==> src/rtl/coh_pkg.sv <==
// Shared types for the line coherence controller.
// Assumes: three states; the dirty flag only has meaning while Owned.
package coh_pkg;
    typedef enum logic [1:0] {
        LS_INV = 2'd0,
        LS_SHR = 2'd1,
        LS_OWN = 2'd2
    } line_st_e;

    typedef struct packed {
        line_st_e st;
        logic     dirty;
    } line_rec_t;

    localparam line_rec_t REC_RESET = '{st: LS_INV, dirty: 1'b0};
endpackage

==> src/rtl/coh_line_bank.sv <==
// Per-line state and dirty storage with two read ports and two write ports.
// Assumes: the snoop write port wins when both ports target the same line;
// the controllers are arranged so that both never write in one cycle.
module coh_line_bank
    import coh_pkg::*;
#(
    parameter int NLINES = 8,
    localparam int IDXW = (NLINES > 1) ? $clog2(NLINES) : 1
) (
    input  logic            clk,
    input  logic            rst_n,
    input  logic [IDXW-1:0] rd_a_idx,
    output line_rec_t       rd_a,
    input  logic [IDXW-1:0] rd_b_idx,
    output line_rec_t       rd_b,
    input  logic            s_we,
    input  logic [IDXW-1:0] s_idx,
    input  line_rec_t       s_rec,
    input  logic            l_we,
    input  logic [IDXW-1:0] l_idx,
    input  line_rec_t       l_rec
);
    line_rec_t recs [NLINES];

    for (genvar g = 0; g < NLINES; g++) begin : g_line
        // Holds one line's record; snoop updates take priority.
        always_ff @(posedge clk) begin
            if (!rst_n)
                recs[g] <= REC_RESET;
            else if (s_we && s_idx == IDXW'(g))
                recs[g] <= s_rec;
            else if (l_we && l_idx == IDXW'(g))
                recs[g] <= l_rec;
        end
    end

    assign rd_a = recs[rd_a_idx];
    assign rd_b = recs[rd_b_idx];
endmodule

==> src/rtl/coh_local_ctrl.sv <==
// Local access sequencer: completes hits at once, turns misses and
// upgrades into one bus transaction, commits the new state after the ack.
// Assumes: lreq_* held until lreq_done; bus_ack is a one-cycle pulse;
// no commit while a snoop is busy.
module coh_local_ctrl
    import coh_pkg::*;
#(
    parameter int NLINES = 8,
    localparam int IDXW = (NLINES > 1) ? $clog2(NLINES) : 1
) (
    input  logic            clk,
    input  logic            rst_n,
    input  logic            lreq_valid,
    input  logic            lreq_store,
    input  logic [IDXW-1:0] lreq_line,
    input  line_rec_t       cur,
    input  logic            snoop_busy,
    input  logic            bus_ack,
    output logic            lreq_done,
    output logic            bus_req,
    output logic            bus_excl,
    output logic [IDXW-1:0] bus_line,
    output logic            we,
    output logic [IDXW-1:0] widx,
    output line_rec_t       wrec
);
    typedef enum logic [1:0] {L_IDLE, L_BUS, L_COMMIT} lst_e;

    lst_e            st_q;
    logic [IDXW-1:0] line_q;
    logic            excl_q;
    logic            hit;

    // Hit when Owned, or when a load finds the line Shared.
    always_comb begin
        hit = (cur.st == LS_OWN) || (cur.st == LS_SHR && !lreq_store);
    end

    // Sequencer state and the latched transaction.
    always_ff @(posedge clk) begin
        if (!rst_n) begin
            st_q   <= L_IDLE;
            line_q <= '0;
            excl_q <= 1'b0;
        end else begin
            case (st_q)
                L_IDLE: if (lreq_valid && !snoop_busy && !hit) begin
                    st_q   <= L_BUS;
                    line_q <= lreq_line;
                    excl_q <= lreq_store;
                end
                L_BUS:    if (bus_ack) st_q <= L_COMMIT;
                L_COMMIT: if (!snoop_busy) st_q <= L_IDLE;
                default:  st_q <= L_IDLE;
            endcase
        end
    end

    // Completion, bus request and state-commit outputs.
    always_comb begin
        lreq_done = 1'b0;
        we        = 1'b0;
        widx      = lreq_line;
        wrec      = cur;
        bus_req   = (st_q == L_BUS);
        bus_excl  = excl_q;
        bus_line  = line_q;
        case (st_q)
            L_IDLE: if (lreq_valid && !snoop_busy && hit) begin
                lreq_done  = 1'b1;
                we         = 1'b1;
                wrec.dirty = cur.dirty | lreq_store;
            end
            L_COMMIT: if (!snoop_busy) begin
                lreq_done = 1'b1;
                we        = 1'b1;
                widx      = line_q;
                wrec      = excl_q ? line_rec_t'{st: LS_OWN, dirty: 1'b1}
                                   : line_rec_t'{st: LS_SHR, dirty: 1'b0};
            end
            default: ;
        endcase
    end
endmodule

==> src/rtl/coh_snoop_ctrl.sv <==
// Snoop server: applies invalidations and downgrades, inserting a
// writeback first when the line is Owned and dirty.
// Assumes: snp_* held until snp_ack; wb_ack is a one-cycle pulse.
module coh_snoop_ctrl
    import coh_pkg::*;
#(
    parameter int NLINES = 8,
    localparam int IDXW = (NLINES > 1) ? $clog2(NLINES) : 1
) (
    input  logic            clk,
    input  logic            rst_n,
    input  logic            snp_valid,
    input  logic            snp_dgrade,
    input  logic [IDXW-1:0] snp_line,
    input  line_rec_t       cur,
    input  logic            wb_ack,
    output logic            snp_ack,
    output logic            wb_req,
    output logic [IDXW-1:0] wb_line,
    output logic            busy,
    output logic            we,
    output logic [IDXW-1:0] widx,
    output line_rec_t       wrec
);
    typedef enum logic {S_IDLE, S_WB} sst_e;

    sst_e            st_q;
    logic [IDXW-1:0] line_q;
    logic            dg_q;
    logic            need_wb;

    // A writeback is needed only for modified, owned data.
    always_comb begin
        need_wb = (cur.st == LS_OWN) && cur.dirty;
    end

    // Server state and the latched snoop.
    always_ff @(posedge clk) begin
        if (!rst_n) begin
            st_q   <= S_IDLE;
            line_q <= '0;
            dg_q   <= 1'b0;
        end else begin
            case (st_q)
                S_IDLE: if (snp_valid && need_wb) begin
                    st_q   <= S_WB;
                    line_q <= snp_line;
                    dg_q   <= snp_dgrade;
                end
                S_WB:    if (wb_ack) st_q <= S_IDLE;
                default: st_q <= S_IDLE;
            endcase
        end
    end

    // Acknowledge, writeback request and next-state outputs.
    always_comb begin
        snp_ack = 1'b0;
        we      = 1'b0;
        widx    = snp_line;
        wrec    = cur;
        wb_req  = (st_q == S_WB);
        wb_line = line_q;
        busy    = snp_valid || (st_q != S_IDLE);
        case (st_q)
            S_IDLE: if (snp_valid && !need_wb) begin
                snp_ack = 1'b1;
                we      = 1'b1;
                if (!snp_dgrade)
                    wrec = REC_RESET;
                else if (cur.st == LS_OWN)
                    wrec = '{st: LS_SHR, dirty: 1'b0};
            end
            S_WB: if (wb_ack) begin
                snp_ack = 1'b1;
                we      = 1'b1;
                widx    = line_q;
                wrec    = dg_q ? line_rec_t'{st: LS_SHR, dirty: 1'b0} : REC_RESET;
            end
            default: ;
        endcase
    end
endmodule

==> src/rtl/coh_line_ctrl.sv <==
// Top: bank of per-line coherence records with a local access sequencer
// and a snoop server. Port A of the bank follows the local request, port B
// follows the snoop. Assumes the handshakes described in the brief.
module coh_line_ctrl
    import coh_pkg::*;
#(
    parameter int NLINES = 8,
    localparam int IDXW = (NLINES > 1) ? $clog2(NLINES) : 1
) (
    input  logic            clk,
    input  logic            rst_n,
    input  logic            lreq_valid,
    input  logic            lreq_store,
    input  logic [IDXW-1:0] lreq_line,
    output logic            lreq_done,
    output logic            bus_req,
    output logic            bus_excl,
    output logic [IDXW-1:0] bus_line,
    input  logic            bus_ack,
    input  logic            snp_valid,
    input  logic            snp_dgrade,
    input  logic [IDXW-1:0] snp_line,
    output logic            snp_ack,
    output logic            wb_req,
    output logic [IDXW-1:0] wb_line,
    input  logic            wb_ack
);
    line_rec_t       rec_l, rec_s, wrec_l, wrec_s;
    logic            we_l, we_s, snoop_busy;
    logic [IDXW-1:0] widx_l, widx_s;

    coh_line_bank #(.NLINES(NLINES)) u_bank (
        .clk(clk), .rst_n(rst_n),
        .rd_a_idx(lreq_line), .rd_a(rec_l),
        .rd_b_idx(snp_line), .rd_b(rec_s),
        .s_we(we_s), .s_idx(widx_s), .s_rec(wrec_s),
        .l_we(we_l), .l_idx(widx_l), .l_rec(wrec_l)
    );

    coh_local_ctrl #(.NLINES(NLINES)) u_local (
        .clk(clk), .rst_n(rst_n),
        .lreq_valid(lreq_valid), .lreq_store(lreq_store), .lreq_line(lreq_line),
        .cur(rec_l), .snoop_busy(snoop_busy), .bus_ack(bus_ack),
        .lreq_done(lreq_done), .bus_req(bus_req), .bus_excl(bus_excl),
        .bus_line(bus_line), .we(we_l), .widx(widx_l), .wrec(wrec_l)
    );

    coh_snoop_ctrl #(.NLINES(NLINES)) u_snoop (
        .clk(clk), .rst_n(rst_n),
        .snp_valid(snp_valid), .snp_dgrade(snp_dgrade), .snp_line(snp_line),
        .cur(rec_s), .wb_ack(wb_ack), .snp_ack(snp_ack), .wb_req(wb_req),
        .wb_line(wb_line), .busy(snoop_busy),
        .we(we_s), .widx(widx_s), .wrec(wrec_s)
    );
endmodule

==> config.mk <==
export PLATFORM = sky130hd
export DESIGN_NAME = coh_line_ctrl
export DESIGN_NICKNAME = d
export VERILOG_FILES = /design/src/rtl/coh_pkg.sv /design/src/rtl/coh_line_bank.sv /design/src/rtl/coh_local_ctrl.sv /design/src/rtl/coh_snoop_ctrl.sv /design/src/rtl/coh_line_ctrl.sv
export SDC_FILE = /design/constraint.sdc
export NUM_CORES = 1
export LEC_CHECK = 0
export ABC_AREA = 0
export CAP_MARGIN = 15
export CORE_MARGIN = 5
export CORE_UTILIZATION = 57
export DETAILED_ROUTE_END_ITERATION = 8
export MAX_ROUTING_LAYER = met4
export PLACE_DENSITY = 0.78
export SLEW_MARGIN = 15
export SYNTH_ARGS = -nofsm -noshare
export SYNTH_HDL_FRONTEND = slang
export SYNTH_SLANG_ARGS = --single-unit
==> constraint.sdc <==
create_clock -name clk -period 4.98 [get_ports clk]
set_input_delay 1.494 -clock clk [delete_from_list [all_inputs] [get_ports clk]]
set_output_delay 1.494 -clock clk [all_outputs]
set_load 0.01 [all_outputs]
Yosys cells after proc, flatten, opt, wreduce, memory -nomap -nowiden --
Memory sizes are Yosys's and may differ from the RTL's. Cells that the tools add are included.
Storage, ports and cells: memories 1, input port bits 14, word-level logic and storage cells 183, bits in registers 11, output and inout port bits 11, RAM bits 24
Cells by class: reductions and logical operators 35, mux-type cells 101, equality and inequality tests 22, bitwise logic cells 18
Memories:
- u_bank.recs | words 8, bits a word 3, rd ports 2, clocked after memory_dff 0, wr ports 8, line coh_line_bank.sv:23 | line_rec_t recs [NLINES];
Operator list (count):
- two-way mux 3 bit | 26
- two-way mux 1 bit | 64
- == test 3 bit (second input constant) | 8
- logical AND 1 bit | 23
- bitwise OR 1 bit | 17
- == test 3 x 2 -> 1 bit (second input constant) | 4
- two-way mux 2 bit | 5
- case mux 1 bit (2 select lines) | 4
- == test 2 bit (second input constant) | 3
- == test 3 x 1 -> 1 bit (second input constant) | 2
- logical NOT 3 bit | 2
- case mux 2 bit (3 select lines) | 1
- case mux 3 bit (2 select lines) | 1
- == test 2 x 1 -> 1 bit (second input constant) | 2
- logical NOT 1 bit | 4
- inequality test 2 x 1 -> 1 bit (second input constant) | 2
- AND reduction 2 bit | 2
- AND reduction 3 bit | 1
- logical NOT 2 bit | 1
- logical OR 1 bit | 2
- inequality test 2 bit (second input constant) | 1
- inverter 1 bit | 1

Longest topological paths before layout --
Gate-level depths: netlist (run 1). An unclocked memory read counts as a cell.
depth in word-level cells 13, mapped depth 9, depth with buffers taken out 6

Hierarchy --
Synthesis (run 1) repeated with hierarchy kept, for this count alone.
Second synthesis, totals: cell total of the unflattened synthesis 219, area, all modules 2418.6 um^2
By module, submodules not included:
- coh_line_bank | times used 1, seq. area each 720.7 um^2, cells each 134, area each 1629.1 um^2
- coh_local_ctrl | times used 1, seq. area each 120.1 um^2, cells each 43, area each 417.9 um^2
- coh_snoop_ctrl | times used 1, seq. area each 100.1 um^2, cells each 42, area each 371.6 um^2

Worst setup path after synthesis (run 1) --
No wires, ideal clock.
path type input port to output port, from in lreq_line[1], to out lreq_done, path slack 335 ps, data arrival time 3151 ps, stages 9, required time 3486 ps, path buffers 3, path through clkbuf_1 mux4_1 mux2_2 nor3_2 nor2_2 o21a_1 buf_6 buf_8 inv_1
On the way: longest elaborated chain between the ends 7, elaborated cells between the ends (all ways) 8, those cells by class 2 x eq/ne; 2 x mux; 3 x reduce/logical; 1 x memory
RTL lines:
- from (decl) | line coh_line_ctrl.sv:14 | input logic [IDXW-1:0] lreq_line,
- memory read (8 x 3 bit) *
- == test 2 x 1 -> 1 bit | line coh_local_ctrl.sv:36 | hit = (cur.st == LS_OWN) || (cur.st == LS_SHR && !lreq_store);
- logical AND 1 bit | line coh_local_ctrl.sv:36
- logical OR 1 bit * | line coh_local_ctrl.sv:36
- logical AND 1 bit * | line coh_local_ctrl.sv:69 | L_IDLE: if (lreq_valid && !snoop_busy && hit) begin
- two-way mux 1 bit * | line coh_local_ctrl.sv:69
- case mux 1 bit (2 select lines) * | line coh_local_ctrl.sv:68 | case (st_q)
- to (decl) | line coh_line_ctrl.sv:15 | output logic lreq_done,
Every way passes the cells marked *; elsewhere a longest branch is shown, timed or not.

Worst setup path in the final report (run 1) --
from in lreq_line[0], to out lreq_done
The elaborated chain is that of the path after synthesis.

==> run metrics, run 1 <==
outcome finished clean; ANT nets after route 0; DR pass1 iterations 5; initial DRC count 224; FFs w/ async S/R, synth 0%; Critical Path Sink Type output pin; die height 75.63 um; Hold Crit Class reg2reg; total routed wirelength 7131 um; Area Overhead vs Synth 20.74%; r2r setup slk 2120 ps; CTS H-tree depth 2; Antenna diodes 0; Least-Margin Pin Slew 768.5 ps; final worst-path cycle share 98.31%; Die Wd 75.63 um; CP Data Required Time 3490 ps; leading cell types in the layout, fill and taps excluded 36 x nand2_1, 24 x o32ai_1, 24 x buf_4, 24 x edfxtp_1, 20 x clkdlybuf4s50_1; Max-slew headroom 48.58%; CP arrival 3400 ps; first-pass GRT wire length 11,360 um; Mapped Cells 237; fraction of layout cells with a size suffix above 1 20.86%; DP HPWL 5387 um; Tmin final 4896 ps; Most used DFF post-synth edfxtp_1; Yosys reg bits 35; final setup fails 0; PnR Total Power 0.0007736 W; Worst Path Max Fanout 5; Setup Skew 8.914 ps; die area 0.005719 mm^2; total track usage 28.62%; CTS Hold Buffers Added 0; IO Count 25; CTS Buf Count 5; Root Buffer Master clkbuf_8; Seq/Total Area, Yosys 38.33%; Starting Density 60.07%; LEAKAGE 1.059 nW; DR WL/cell 21.74 um; final instance area 0.002964 mm^2; most common cell after layout, fill and taps aside nand2_1; TritonCTS clock tree yes; Net Count, Synth 251; DP Worst Slack -572.9 ps; pwr dens 261.0 mW/mm^2; Post-DP Area 0.002848 mm^2; Fin. Hold Viols 0; Setup CP Type in2out; Sinks on Clock Net 35; fmax 204.2 MHz; Fillers 289; # port buffers 24; clk_lat worst skew 300 ps; Post-synth EDFFs 24; Via-to-Cell Ratio 7.024; initial antenna violation count 0; GPL Wtd Cong 0.9523; core area 0.004086 mm^2; fin. max-slew vios 0; Synth Area per Inst 10.36 um^2; vias in the first global route 2,190; Nets 291; Max IR drop VDD 0.2236 mV; post-route setup slack 84.02 ps; vias post-DR 2,304; Synth Cell Area 0.002455 mm^2; count of cell types in the netlist 48; max-cap violations 0; number of remaining DRC errors 0; Max Root-Sink Buffers 2; Yosys warnings 0; row count 23; GRT Residual Overflow 0; largest net degree at the start of global routing 21; # Post-CTS Setup Buffers 0; Startpoint Class primary input; Worst-path clk slew 80 ps; RSZ-0062 raised after global routing no
[cells by family after synthesis]
group	after synthesis	share of synthesized area (%)
and+or+nand+nor	88	17.84
AOI/OAI and AO/OA	65	21.30
muxes	26	17.48
DFF	35	38.33
buffers and inverters	23	5.046
[path summary, 6_finish.rpt]
| check | from | to | cells past startpoint |
|---|---|---|---|
| min reg2reg | u_snoop.dg_q | u_snoop.dg_q | 2 |
| max | lreq_line[0] | lreq_done | 8 |
| max reg2reg | u_bank.recs[1][2] | u_bank.recs[1][1] | 7 |
| min | u_snoop.dg_q | u_snoop.dg_q | 2 |
[registers in the layout, summed over array words and instances, names as in the netlist]
register and cells:
u_bank.recs 24, u_local.bus_line 3, u_local.bus_excl 1, u_snoop.wb_line 3, u_local.st_q 2, u_snoop.wb_req 1
u_snoop.dg_q 1
[repair_timing]
item                       CTS  global route
setup endpoints to repair    2             2
hold endpoints to repair     0             0
gates resized for setup      9             3
[worst max-delay path, cell delays in order]
cell,delay (ps)
clkdlybuf4s15_2,240
mux4_1,580
mux2_4,320
nor3_4,200
nor2_2,60
o21a_1,200
inv_1,50
dlygate4sd2_1,250
[routing by layer]
layer  track usage (%)  part of all wire, %  wire [um]
met5                 -                    0          0
met4             12.23                  2.8        198
met3             6.596                   11        800
met2             46.50                   49       3478
met1             34.13                   37       2653
[final cells by class]
type / count / area (um^2) / area share (%)
clock buffers: 5 / 68.82 / 2.322
multi-input cells: 179 / 1396 / 47.11
inverters: 7 / 26.28 / 0.8865
clock inverters: 3 / 43.79 / 1.477
repair buffers: 49 / 425.4 / 14.35
well taps: 50 / 62.56 / 2.111
flip-flops and latches: 35 / 940.9 / 31.74
[synth_stat cells (2+ instances only)]
| master | n | area (um^2) |
|---|---|---|
| o2bb2ai_1 | 2 | 17.52 |
| a21o_1 | 5 | 37.54 |
| mux2i_1 | 11 | 110.1 |
| nand3b_1 | 3 | 22.52 |
| nor3_1 | 5 | 25.02 |
| and2_1 | 2 | 12.51 |
| clkbuf_1 | 8 | 30.03 |
| nand3_1 | 4 | 20.02 |
| nand2_1 | 36 | 135.1 |
| o32ai_1 | 24 | 210.2 |
| nand4_1 | 3 | 18.77 |
| o21a_1 | 3 | 22.52 |
| a21oi_1 | 2 | 10.01 |
| a22oi_1 | 2 | 15.01 |
| a31oi_1 | 5 | 31.28 |
| and3_1 | 2 | 12.51 |
| o22ai_1 | 2 | 12.51 |
| mux2_2 | 3 | 33.78 |
| or3_1 | 2 | 12.51 |
| inv_1 | 7 | 26.28 |
| buf_2 | 3 | 15.01 |
| dfxtp_1 | 11 | 220.2 |
| mux4_2 | 7 | 157.7 |
| o221ai_1 | 4 | 35.03 |
| nor3_2 | 2 | 20.02 |
| buf_6 | 3 | 33.78 |
| edfxtp_1 | 24 | 720.7 |
| mux4_1 | 4 | 105.1 |
| nor2b_1 | 6 | 37.54 |
| a31o_2 | 5 | 43.79 |
| o311ai_0 | 5 | 43.79 |
| nor2_1 | 16 | 60.06 |
[power breakdown]
part | leakage (nW) | switching (W) | internal, W
Clock | 0.0581 | 0.000113 | 0.000149
Sequential | 0.339 | 0.0000135 | 0.000326
Combinational | 0.662 | 0.0000933 | 0.0000790
[per-stage QoR]
stage               std cells  hold WS [ps]  TNS [ps]  utilization, %
finish                    328         486.6         0           72.54
global route              328         523.9         0           72.54
CTS                       328         485.6         0           72.72
detailed placement        320         475.4    -801.5           69.69
global placement          320         446.2    -719.4           69.69
floorplan                 237         434.8         0               -
Power figures use the tool's default switching activity.
==> run 2, diff against run 1 <==
- ABC_AREA: 0 -> not set
==> results of run 2 <==
Final layout, timing and power as in run 1 (identical DEF).
